===== config.mk =====
export PLATFORM = sky130hd
export DESIGN_NAME = irq_wake_ctl
export DESIGN_NICKNAME = d
export VERILOG_FILES = /design/src/rtl/irq_ctl_pkg.sv /design/src/rtl/irq_half_bank.sv /design/src/rtl/irq_eval.sv /design/src/rtl/irq_wake_ctl.sv
export SDC_FILE = /design/constraint.sdc
export NUM_CORES = 1
export LEC_CHECK = 0
export ABC_AREA = 1
export ABC_CLOCK_PERIOD_IN_PS = 1800
export BUFFER_PORTS_ARGS = -buffer_cell sky130_fd_sc_hd__buf_2
export CORE_MARGIN = 4
export CORE_UTILIZATION = 49
export CTS_CLUSTER_DIAMETER = 150
export DETAILED_ROUTE_END_ITERATION = 6
export GPL_TIMING_DRIVEN = 0
export PLACE_DENSITY = 0.82
export SYNTH_ARGS = -nofsm -noshare
export SYNTH_HDL_FRONTEND = slang
export SYNTH_SLANG_ARGS = --single-unit

===== constraint.sdc =====
create_clock -name clk -period 1.8 [get_ports clk]
set_input_delay 0.09 -clock clk [delete_from_list [all_inputs] [get_ports clk]]
set_output_delay 0.09 -clock clk [all_outputs]
set_load 0.01 [all_outputs]

===== src/rtl/irq_ctl_pkg.sv =====
package irq_ctl_pkg;

   typedef enum logic [2:0] {
      SEL_MASTER  = 3'd0,
      SEL_EN_LO   = 3'd1,
      SEL_EN_HI   = 3'd2,
      SEL_FLAG_LO = 3'd3,
      SEL_FLAG_HI = 3'd4
   } reg_sel_e;

   localparam int unsigned NUM_HALVES = 2;

endpackage


===== src/rtl/irq_half_bank.sv =====
module irq_half_bank #(
   parameter int unsigned W = 16
) (
   input  logic         clk,
   input  logic         rst_n,
   input  logic [W-1:0] req_i,
   input  logic         en_we,
   input  logic         flag_we,
   input  logic [W-1:0] wdata,
   output logic [W-1:0] en_q,
   output logic [W-1:0] flag_q
);

   logic [W-1:0] clr_mask;

   assign clr_mask = flag_we ? wdata : '0;

   always_ff @(posedge clk) begin
      if (!rst_n) begin
         en_q   <= '0;
         flag_q <= '0;
      end else begin
         if (en_we) en_q <= wdata;
         flag_q <= (flag_q & ~clr_mask) | req_i;
      end
   end

   assert_req_sets_R2: assert property (@(posedge clk) disable iff (!rst_n)
      (|req_i) |=> ((flag_q & $past(req_i)) == $past(req_i)));

   assert_w1c_R3: assert property (@(posedge clk) disable iff (!rst_n)
      flag_we |=> ((flag_q & $past(wdata & ~req_i)) == '0));

   assert_keep_R3: assert property (@(posedge clk) disable iff (!rst_n)
      1'b1 |=> ((($past(flag_q) & ~$past(clr_mask)) & ~flag_q) == '0));

   assert_req_beats_clear_R4: assert property (@(posedge clk) disable iff (!rst_n)
      (flag_we && |(req_i & wdata)) |=>
      ((flag_q & $past(req_i & wdata)) == $past(req_i & wdata)));

endmodule


===== src/rtl/irq_eval.sv =====
module irq_eval #(
   parameter int unsigned N = 32
) (
   input  logic         clk,
   input  logic         rst_n,
   input  logic         master_i,
   input  logic [N-1:0] en_i,
   input  logic [N-1:0] flag_i,
   input  logic [N-1:0] req_i,
   input  logic         irq_disable_i,
   output logic         irq_q,
   output logic         irq_core_o,
   output logic         wake_q
);

   logic any_active;
   logic any_wake;

   assign any_active = |(en_i & flag_i);
   assign any_wake   = |(en_i & req_i);

   always_ff @(posedge clk) begin
      if (!rst_n) begin
         irq_q  <= 1'b0;
         wake_q <= 1'b0;
      end else begin
         irq_q  <= master_i & any_active;
         wake_q <= any_wake;
      end
   end

   assign irq_core_o = irq_q & ~irq_disable_i;

endmodule


===== src/rtl/irq_wake_ctl.sv =====
module irq_wake_ctl #(
   parameter int unsigned HALF_W = 16,
   parameter int unsigned NSRC   = 2 * HALF_W
) (
   input  logic              clk,
   input  logic              rst_n,
   input  logic [NSRC-1:0]   src_req,
   input  logic              reg_we,
   input  logic [2:0]        reg_sel,
   input  logic [HALF_W-1:0] reg_wdata,
   input  logic [2:0]        reg_rsel,
   output logic [HALF_W-1:0] reg_rdata,
   input  logic              core_irq_disable,
   output logic              irq_pending,
   output logic              irq_core,
   output logic              wake
);
   import irq_ctl_pkg::*;

   localparam int unsigned HALVES = NUM_HALVES;

   if (HALF_W < 1 || HALF_W > 32) begin : g_bad_width
      $error("irq_wake_ctl: HALF_W out of range");
   end
   if (NSRC != HALVES * HALF_W) begin : g_bad_count
      $error("irq_wake_ctl: NSRC must be two halves");
   end

   logic              master_q;
   logic [NSRC-1:0]   en_all;
   logic [NSRC-1:0]   flag_all;

   always_ff @(posedge clk) begin
      if (!rst_n)                                   master_q <= 1'b0;
      else if (reg_we && reg_sel == 3'(SEL_MASTER)) master_q <= |reg_wdata;
   end

   for (genvar h = 0; h < HALVES; h++) begin : g_half
      logic en_we_h;
      logic flag_we_h;
      assign en_we_h   = reg_we && (reg_sel == (h == 0 ? 3'(SEL_EN_LO)   : 3'(SEL_EN_HI)));
      assign flag_we_h = reg_we && (reg_sel == (h == 0 ? 3'(SEL_FLAG_LO) : 3'(SEL_FLAG_HI)));
      irq_half_bank #(.W(HALF_W)) u_bank (
         .clk     (clk),
         .rst_n   (rst_n),
         .req_i   (src_req[h*HALF_W +: HALF_W]),
         .en_we   (en_we_h),
         .flag_we (flag_we_h),
         .wdata   (reg_wdata),
         .en_q    (en_all[h*HALF_W +: HALF_W]),
         .flag_q  (flag_all[h*HALF_W +: HALF_W])
      );
   end

   irq_eval #(.N(NSRC)) u_eval (
      .clk           (clk),
      .rst_n         (rst_n),
      .master_i      (master_q),
      .en_i          (en_all),
      .flag_i        (flag_all),
      .req_i         (src_req),
      .irq_disable_i (core_irq_disable),
      .irq_q         (irq_pending),
      .irq_core_o    (irq_core),
      .wake_q        (wake)
   );

   always_comb begin
      reg_rdata = '0;
      case (reg_rsel)
         3'(SEL_MASTER):  reg_rdata = HALF_W'(master_q);
         3'(SEL_EN_LO):   reg_rdata = en_all[0 +: HALF_W];
         3'(SEL_EN_HI):   reg_rdata = en_all[HALF_W +: HALF_W];
         3'(SEL_FLAG_LO): reg_rdata = flag_all[0 +: HALF_W];
         3'(SEL_FLAG_HI): reg_rdata = flag_all[HALF_W +: HALF_W];
         default:         reg_rdata = '0;
      endcase
   end

   assert_master_off_R6: assert property (@(posedge clk) disable iff (!rst_n)
      !master_q |=> !irq_pending);

   assert_drop_R8: assert property (@(posedge clk) disable iff (!rst_n)
      ((en_all & flag_all) == '0) |=> !irq_pending);

   assert_wake_cause_R9: assert property (@(posedge clk) disable iff (!rst_n)
      wake |-> $past(|src_req));

endmodule


Word-level counts from Yosys, hierarchy flattened. Index checks and enable logic that the tools add are counted.

Bits in writable memories: 0. ROM bits: 0. Latch bits: 0. Output and inout bits: 19. Register bits after elaboration: 67. Memories kept: 0. Input bits: 58.

Multiplexer cells: 3. $add $sub $neg: 0. Equality and inequality tests: 8. Shift-type cells: 0. Reductions and logical operators: 10. Bitwise operators: 11. Divide/modulo/power cells: 0. Multiply operators: 0. Order comparisons: 0.

Operators by type and width (count): $pmux W16 S5 (1); $and A32 B32 Y32 (2); $reduce_or A32 Y1 (2); $and A16 B16 Y16 (2); $mux W16 (2); $not A16 Y16 (2); $or A16 B16 Y16 (2); $reduce_or A16 Y1 (1); $eq A3 B2 Y1 const B (4); $eq A3 B1 Y1 const B (2); $eq A3 B3 Y1 const B (2); $logic_not A3 Y1 (2); $logic_and A1 B1 Y1 (5); $and A1 B1 Y1 (2); $not A1 Y1 (1).

Longest topological paths before layout. Gate-level depths: netlist (run 1).

Depth in word-level cells: 6. Depth in mapped cells: 7.

Modules after synthesis. Synthesis (run 1) repeated with hierarchy kept, for this count alone.

Cells, all modules: 565. Area, all modules: 3577.2 µm².

By module, submodules not included: irq_half_bank (cells an instance 152, instances 2, area each 1199.9 µm², seq. area each 640.6 µm²); irq_wake_ctl (cells an instance 129, instances 1, area each 646.9 µm², seq. area each 20.0 µm²); irq_eval (cells an instance 132, instances 1, area each 530.5 µm², seq. area each 40.0 µm²).

Worst setup path before layout (run 1). Ideal clock, no wire load.

Kind: input to output. Start: in reg_rsel[2]. End: out reg_rdata[0]. Data required time: 1.710 ns. Arrival: 0.876 ns. Path slack: 0.834 ns. Cell stages on the path: 6. Buffers on the path: 3. Cell sequence: buf_6 -> inv_1 -> buf_4 -> nand2_4 -> buf_6 -> o2111ai_1.

Longest elaborated chain between the ends: 2.

Ends and longest elaborated chain: from (decl) (line irq_wake_ctl.sv:11) `input logic [2:0] reg_rsel,`; $eq A3 B3 Y1 (tied with other cells) (line irq_wake_ctl.sv:70) `case (reg_rsel)`; $pmux W16 S5 (*) (line irq_wake_ctl.sv:70); to (decl) (line irq_wake_ctl.sv:12) `output logic [HALF_W-1:0] reg_rdata,`.

Mark *: on every way between the ends. The rest lies on a longest branch, timed or not.

Final worst setup path (run 1).
Start: reg g_half[1].u_bank.flag_q[0]. End: out reg_rdata[0].

Longest elaborated chain between the ends: 1.

Ends and longest elaborated chain: from (decl) (line irq_half_bank.sv:11) `output logic [W-1:0] flag_q`; from (signal assigned) (line irq_half_bank.sv:24) `flag_q <= (flag_q & ~clr_mask) | req_i;`; $pmux W16 S5 (line irq_wake_ctl.sv:70).

No other way between the ends.

==> results.toml, run 1 <==
[worst_setup_path]
cp.arrival_ps = 1250
r2r-end = "u_eval.wake_q$_SDFF_PN0_"
crit_path_start_kind = "register"
required_ps = 1710
reg2reg_depth = 6
cp_max_fo = 3
reg2reg_from = "g_half[1].u_bank.en_q[8]$_SDFFE_PN0P_"
critPathCaptureType = "primary output"
r2r_slack_ps = 690
path_class = "reg -> out"

[route]
dr.pass1.iters = 6
viasPerCell = 5.53
met2_length_mm = 5.16
post_drt_wl_per_cell_um = 15.5
wl_met1_mm = 4.48
vias = 3926
dr_wl_met3_mm = 1.07
drt.antenna.violating_nets = 0
routed.top_layer = "met4"
drc_errors = 0
drt_iter0_markers = 377
wl_mm = 11.0

[clock_tree]
cts_sinks = 67
cts_buffers = 9
cts_buffer_depth = 2
insertion_delay_ps = 350
htreeDepth = 3
cts-root-buf = "clkbuf_8"
cts_tree = "built"
clk_pin_slew_ps = 70
ctsResizeCount = 0

[timing]
worst_slew_pin_slew_ps = 612
hold_violations = 0
slew_headroom = 0.592
clock-skew-final_ps = 7.97
setup_tns_ps = 0
grt_setup_unrepaired = "no"
final_max_slew_viol_count = 0
finalCritPeriodShare = 0.744
min_period_ps = 1340
finalSetupViolCount = 0
max_freq_mhz = 746

[global_routing]
track_usage = 0.268
grt_antenna_before_repair = 0
grt_pass1_wl_mm = 17.7
first_global_vias = 3695
grt_max_degree = 11
gr-total-overflow = 0

[logic_synthesis]
yosys.area.top_type_share = 0.395
synth.largest_area_cell = "dfxtp_1"
synth_top_family_by_area = "simple AND/OR/NAND/NOR gates"
syn_avg_cell_area_um2 = 6.69
synth_nets = 566
synthCells = 508
synthAdderAreaFrac = 0
yosysSeqAreaShare = 0.395
synth-xor-area-share = 0
ys_seq_elements = 67
synthDistinctLibCells = 23
synth-compound-area-share = 0.236
synth_warnings = 0
syn-cell-area_mm2 = 0.00340
synth-simple-area-share = 0.247
synthMuxAreaShare = 0
yosys-top-cells-area = "dfxtp_1 39%, nand2_1 14%, a21oi_1 9.9%"

[placement]
io_buffer_count = 74
hpwl_mm = 8.32
place.gp.congestion = 0.933

[floorplan]
floorplan.initialDensity = 0.503
fp.dieArea_mm2 = 0.00833
dieHeight_um = 91.3
ios = 77
core_mm2 = 0.00676
die_x_um = 91.3
rows = 30

[power]
vdd_drop_max_uv = 474
power.switching_uw = 929
p_int_uw = 2460
power_frac_clock = 0.366
comb_power_share = 0.150
switching_share = 0.274
p_per_area_mw_per_mm2 = 771
power_frac_seq = 0.483
p_leak_uw = 0.00213

[hold_path]
holdPathStages = 3
holdPathEnd = "g_half[1].u_bank.en_q[0]$_SDFFE_PN0P_"
min_path_type = "in -> reg"
worstHoldStart = "reg_wdata[0]"

[layout]
final_layout_size_suffix_gt1_frac = 0.176
final_core_utilization = 0.650
area_delta_synth_final_pct = 29.1
nets = 683

[run_status]
run_status = "completed"

[flow_run]
cap_viol_max_count = 0
-- flip-flops by register name, summed over array words and instances, names as in the netlist --
signal and count:
u_eval.wake_q 1, g_half.u_bank.en_q 32, g_half.u_bank.flag_q 32, u_eval.irq_q 1, master_q 1
-- worst max path at each step --
stage	startpoint	to	slack, ps	cells after the start
after global placement	reg_rsel[1]	reg_rdata[4]	530	6
after floorplan	reg_rsel[2]	reg_rdata[0]	830	6
after detailed placement	reg_rsel[1]	reg_rdata[4]	520	6
final	g_half[1].u_bank.flag_q[0]$_SDFF_PN0_	reg_rdata[0]	460	3
after CTS	g_half[1].u_bank.flag_q[0]$_SDFF_PN0_	reg_rdata[0]	470	3
after global routing	reg_rsel[1]	reg_rdata[10]	310	6
-- kinds of logic (layout without fill, tap and decap cells) --
kind of cell,Yosys count,in the layout
AND/OR/NAND/NOR,194,194
other,0,1
flip-flops,67,67
AO/OA/AOI/OAI,148,148
buffers and inverters,99,220
-- layout by cell type, fill, tap and decap left out, drive strengths merged --
cell type	netlist	final
dlygate4sd3	0	32
o2111ai	16	16
nand2	126	126
clkbuf	8	22
nor2	27	27
diode	0	1
clkinv	1	2
inv	74	74
dfxtp	67	67
buf	16	90
a21oi	67	67
nand3	19	19
nand4	21	21
o21ai	64	64
o211ai	1	1
nand3b	1	1
-- power by group through the flow --
stage / Combinational (µW) / Clock, µW / Sequential (µW)
2_1_floorplan: 258 / 0 / 1640
3_3_place_gp: 434 / 0 / 1660
3_5_place_dp: 443 / 0 / 1660
4_1_cts: 499 / 1240 / 1630
5_1_grt: 563 / 1290 / 1640
6_report: 509 / 1240 / 1640
-- per-layer routing --
metal / up-vias / global-route usage
met3: 29 / 0.0298
met5: - / 0
li1: 1923 / -
met2: 234 / 0.441
met1: 1740 / 0.359
met4: 0 / 0.108
-- cell usage after synthesis (all sizes together) --
cell and n:
o211ai 1, nand3b 1, nand2 126, nand3 19, clkbuf 8, clkinv 1, dfxtp 67, nand4 21
nor2 27, a21oi 67, inv 74, o21ai 64, buf 16, o2111ai 16
-- critical path, cell delays in order, from the launching register on --
cell and delay (ps):
dfxtp_1 350, o211ai_1 220, o2111ai_1 160, buf_2 170
-- what timing repair did --
item                                   4_1_cts  5_1_grt
hold buffers                                32        0
buffers inserted                             0        0
endpoints found under the hold margin       32        0
-- stage by stage --
step	area [µm²]	hold slack, ps	setup WS (ps)	cells	power [µW]
after global routing	4390	70.1	305	709	3500
after global placement	3870	342	535	662	2100
after detailed placement	3870	345	524	662	2110
final	4390	41.0	460	710	3390
after floorplan	3400	224	834	508	1900
after CTS	4390	35.7	466	709	3370
-- layout make-up --
class | count | area [µm²]
fill | 614 | 2370
multi-input combinational | 342 | 1640
sequential | 67 | 1340
timing repair buffer | 106 | 691
inverter | 75 | 282
clock buffer | 14 | 193
buffer | 24 | 133
tap | 80 | 100
clock inverter | 1 | 5.00
antenna | 1 | 2.50
Power figures use the tool's default switching activity.
==> run 2: changes to the inputs <==
Settings changed: ABC_CLOCK_PERIOD_IN_PS 1800 to 1200, PLACE_DENSITY 0.82 to 0.85.
Clock period 1.8 ns to 1.2 ns, I/O delays scaled along.
==> run 2 against run 1 <==
The run now ends with negative setup slack left. Total power grew 60%. Register-to-register slack lost 640 ps. Non-clock buffer count grew 4. Via count grew 2.8%. Cell count grew 0.56%. Core utilization grew 2.9 points. Worst hold slack lost 31 ps. Largest power group unchanged. Largest cell class unchanged.
==> results.toml, run 2 (same netlist as run 1, synthesis figures left out) <==
[power]
p_leak_uw = 0.00223
p_per_area_mw_per_mm2 = 1180
vdd_drop_max_uv = 736

[layout]
largestRegisters = "g_half.u_bank.en_q: 32 flops, g_half.u_bank.flag_q: 32 flops"
final_core_utilization = 0.679
area_delta_synth_final_pct = 35.0
final_cells = 714
mostFrequentLayoutCells = "125 x nand2_1, 80 x buf_2, 67 x a21oi_1"
n_antenna_cell = 0
finalInstanceArea_mm2 = 0.00459
nets = 687
fillers = 540
layout_commonest_cell = "nand2_1"
final_layout_size_suffix_gt1_frac = 0.284

[run_status]
run_status = "finished with violations"
violations = "negative setup slack"

[floorplan]
core_mm2 = 0.00676
floorplan.initialDensity = 0.503
rows = 30
fp.dieArea_mm2 = 0.00833
dieHeight_um = 91.3
die_x_um = 91.3
ios = 77

[clock_tree]
cts_sinks = 67
clk_pin_slew_ps = 80
insertion_delay_ps = 350
cts_buffers = 9
cts_tree = "built"
cts-root-buf = "clkbuf_8"
htreeDepth = 3
cts_buffer_depth = 2

[worst_setup_path]
required_ps = 1140
cp_max_fo = 3
path_buf_inv = 1
worstPathCellList = "o211ai_1 > o2111ai_1 > buf_2"
startpoint = "g_half[1].u_bank.flag_q[0]$_SDFF_PN0_"
critPathCaptureType = "primary output"
cp_top_family = "flip-flops"
crit_path_start_kind = "register"
reg2reg_depth = 7
reg2reg_from = "g_half[1].u_bank.en_q[14]$_SDFFE_PN0P_"
cp.arrival_ps = 1200
cpPeakStageDelay_ps = 340
cp_slowest_cell = "dfxtp_2"
r2r-end = "u_eval.wake_q$_SDFF_PN0_"
r2r_slack_ps = 50
path_class = "reg -> out"

[route]
wl_mm = 11.5
drt.antenna.violating_nets = 0
dr.pass1.iters = 5
drc_errors = 0
viasPerCell = 5.65
vias = 4034
post_drt_wl_per_cell_um = 16.1
drt_iter0_markers = 416

[global_routing]
grt_pass1_wl_mm = 17.7
grt_max_degree = 12
track_usage = 0.266
gr-total-overflow = 0
first_global_vias = 3753
grt_antenna_before_repair = 0

[placement]
pre_cts_ws_ps = -58.0
hpwl_mm = 8.48
io_buffer_count = 74
place.gp.congestion = 0.929
place_inst = 662
post_dp_cell_area_mm2 = 0.00387

[timing]
slew_headroom = 0.566
finalCritPeriodShare = 1.05
fin_ws_ps = -56.4
fin_hold_ws_ps = 10.1
max_freq_mhz = 796
hold_violations = 0
clock-skew-final_ps = 7.99
worst_slew_pin_slew_ps = 650
finalSetupViolCount = 1
grt_setup_unrepaired = "yes"
final_max_slew_viol_count = 0
min_period_ps = 1260

[hold_path]
min_path_type = "in -> reg"
worstHoldStart = "reg_wdata[10]"
holdPathStages = 3
holdPathEnd = "g_half[1].u_bank.en_q[10]$_SDFFE_PN0P_"

[flow_run]
cap_viol_max_count = 0
run 2: cell types whose count changed in the layout (fill, tap and decap cells not counted), moves of 3 or more:
cell / before / now
dfxtp_1: 67 / 21
dfxtp_2: 0 / 44
o2111ai_1: 16 / 4
o2111ai_2: 0 / 12
inv_1: 71 / 66
inv_2: 3 / 8
buf_4: 5 / 9
clkbuf_8: 14 / 11
run 2: routing by layer:
layer  GRT usage  routed length (µm)  up-vias  share of wire
li1            -                   -     1927              -
met1       0.328                4480     1830           0.39
met2       0.461                5510      248           0.48
met3      0.0439                1150       29           0.10
met4       0.106                 326        0          0.028
met5           0                   0        -              0
run 2: worst max-delay path by stage:
stage	slack, ps	endpoint	depth (start not counted)
after detailed placement	-60	reg_rdata[4]	6
final	-60	reg_rdata[0]	3
after global routing	-80	reg_rdata[0]	5
after CTS	-50	reg_rdata[0]	3
after floorplan	290	reg_rdata[0]	6
after global placement	-10	reg_rdata[4]	6
run 2: what timing repair did:
action                                  CTS  global route
endpoints found under the setup margin   15            16
setup buffers                             0             4
pin swaps                                 3            11
hold buffers                             32             0
gates resized for setup                  23            44
endpoints found under the hold margin    32             0
run 2: cell type report:
class	instances	area, µm²	share of cell area
buffer	24	136	0.0297
clock buffer	11	151	0.0330
clock inverter	5	75.1	0.0164
inverter	75	282	0.0614
multi-input combinational	342	1720	0.375
sequential	67	1400	0.306
tap	80	100	0.0218
timing repair buffer	110	721	0.157
run 2: worst reg2reg max path, stage by stage, from the launching register on:
cell and delay, ps:
dfxtp_2 330, buf_4 130, nand2_1 50, nand2_1 50, nor2_1 80, nand2_1 50, nor2_1 230, a21oi_1 100
run 2: where the power goes:
group          switching (µW)  total (µW)  internal, µW  leakage [µW]
combinational             465         800           335       0.00154
sequential                108        2470          2360      0.000571
clock                     879        2150          1270      0.000119
total                    1450        5420          3970       0.00223
run 2: metrics by stage:
step / setup TNS [ps] / total power (µW)
final: -56.4 / 5420
after global routing: -170 / 5570
after CTS: -54.8 / 5360
after detailed placement: -240 / 3170
after global placement: -14.0 / 3140
after floorplan: 0 / 2850
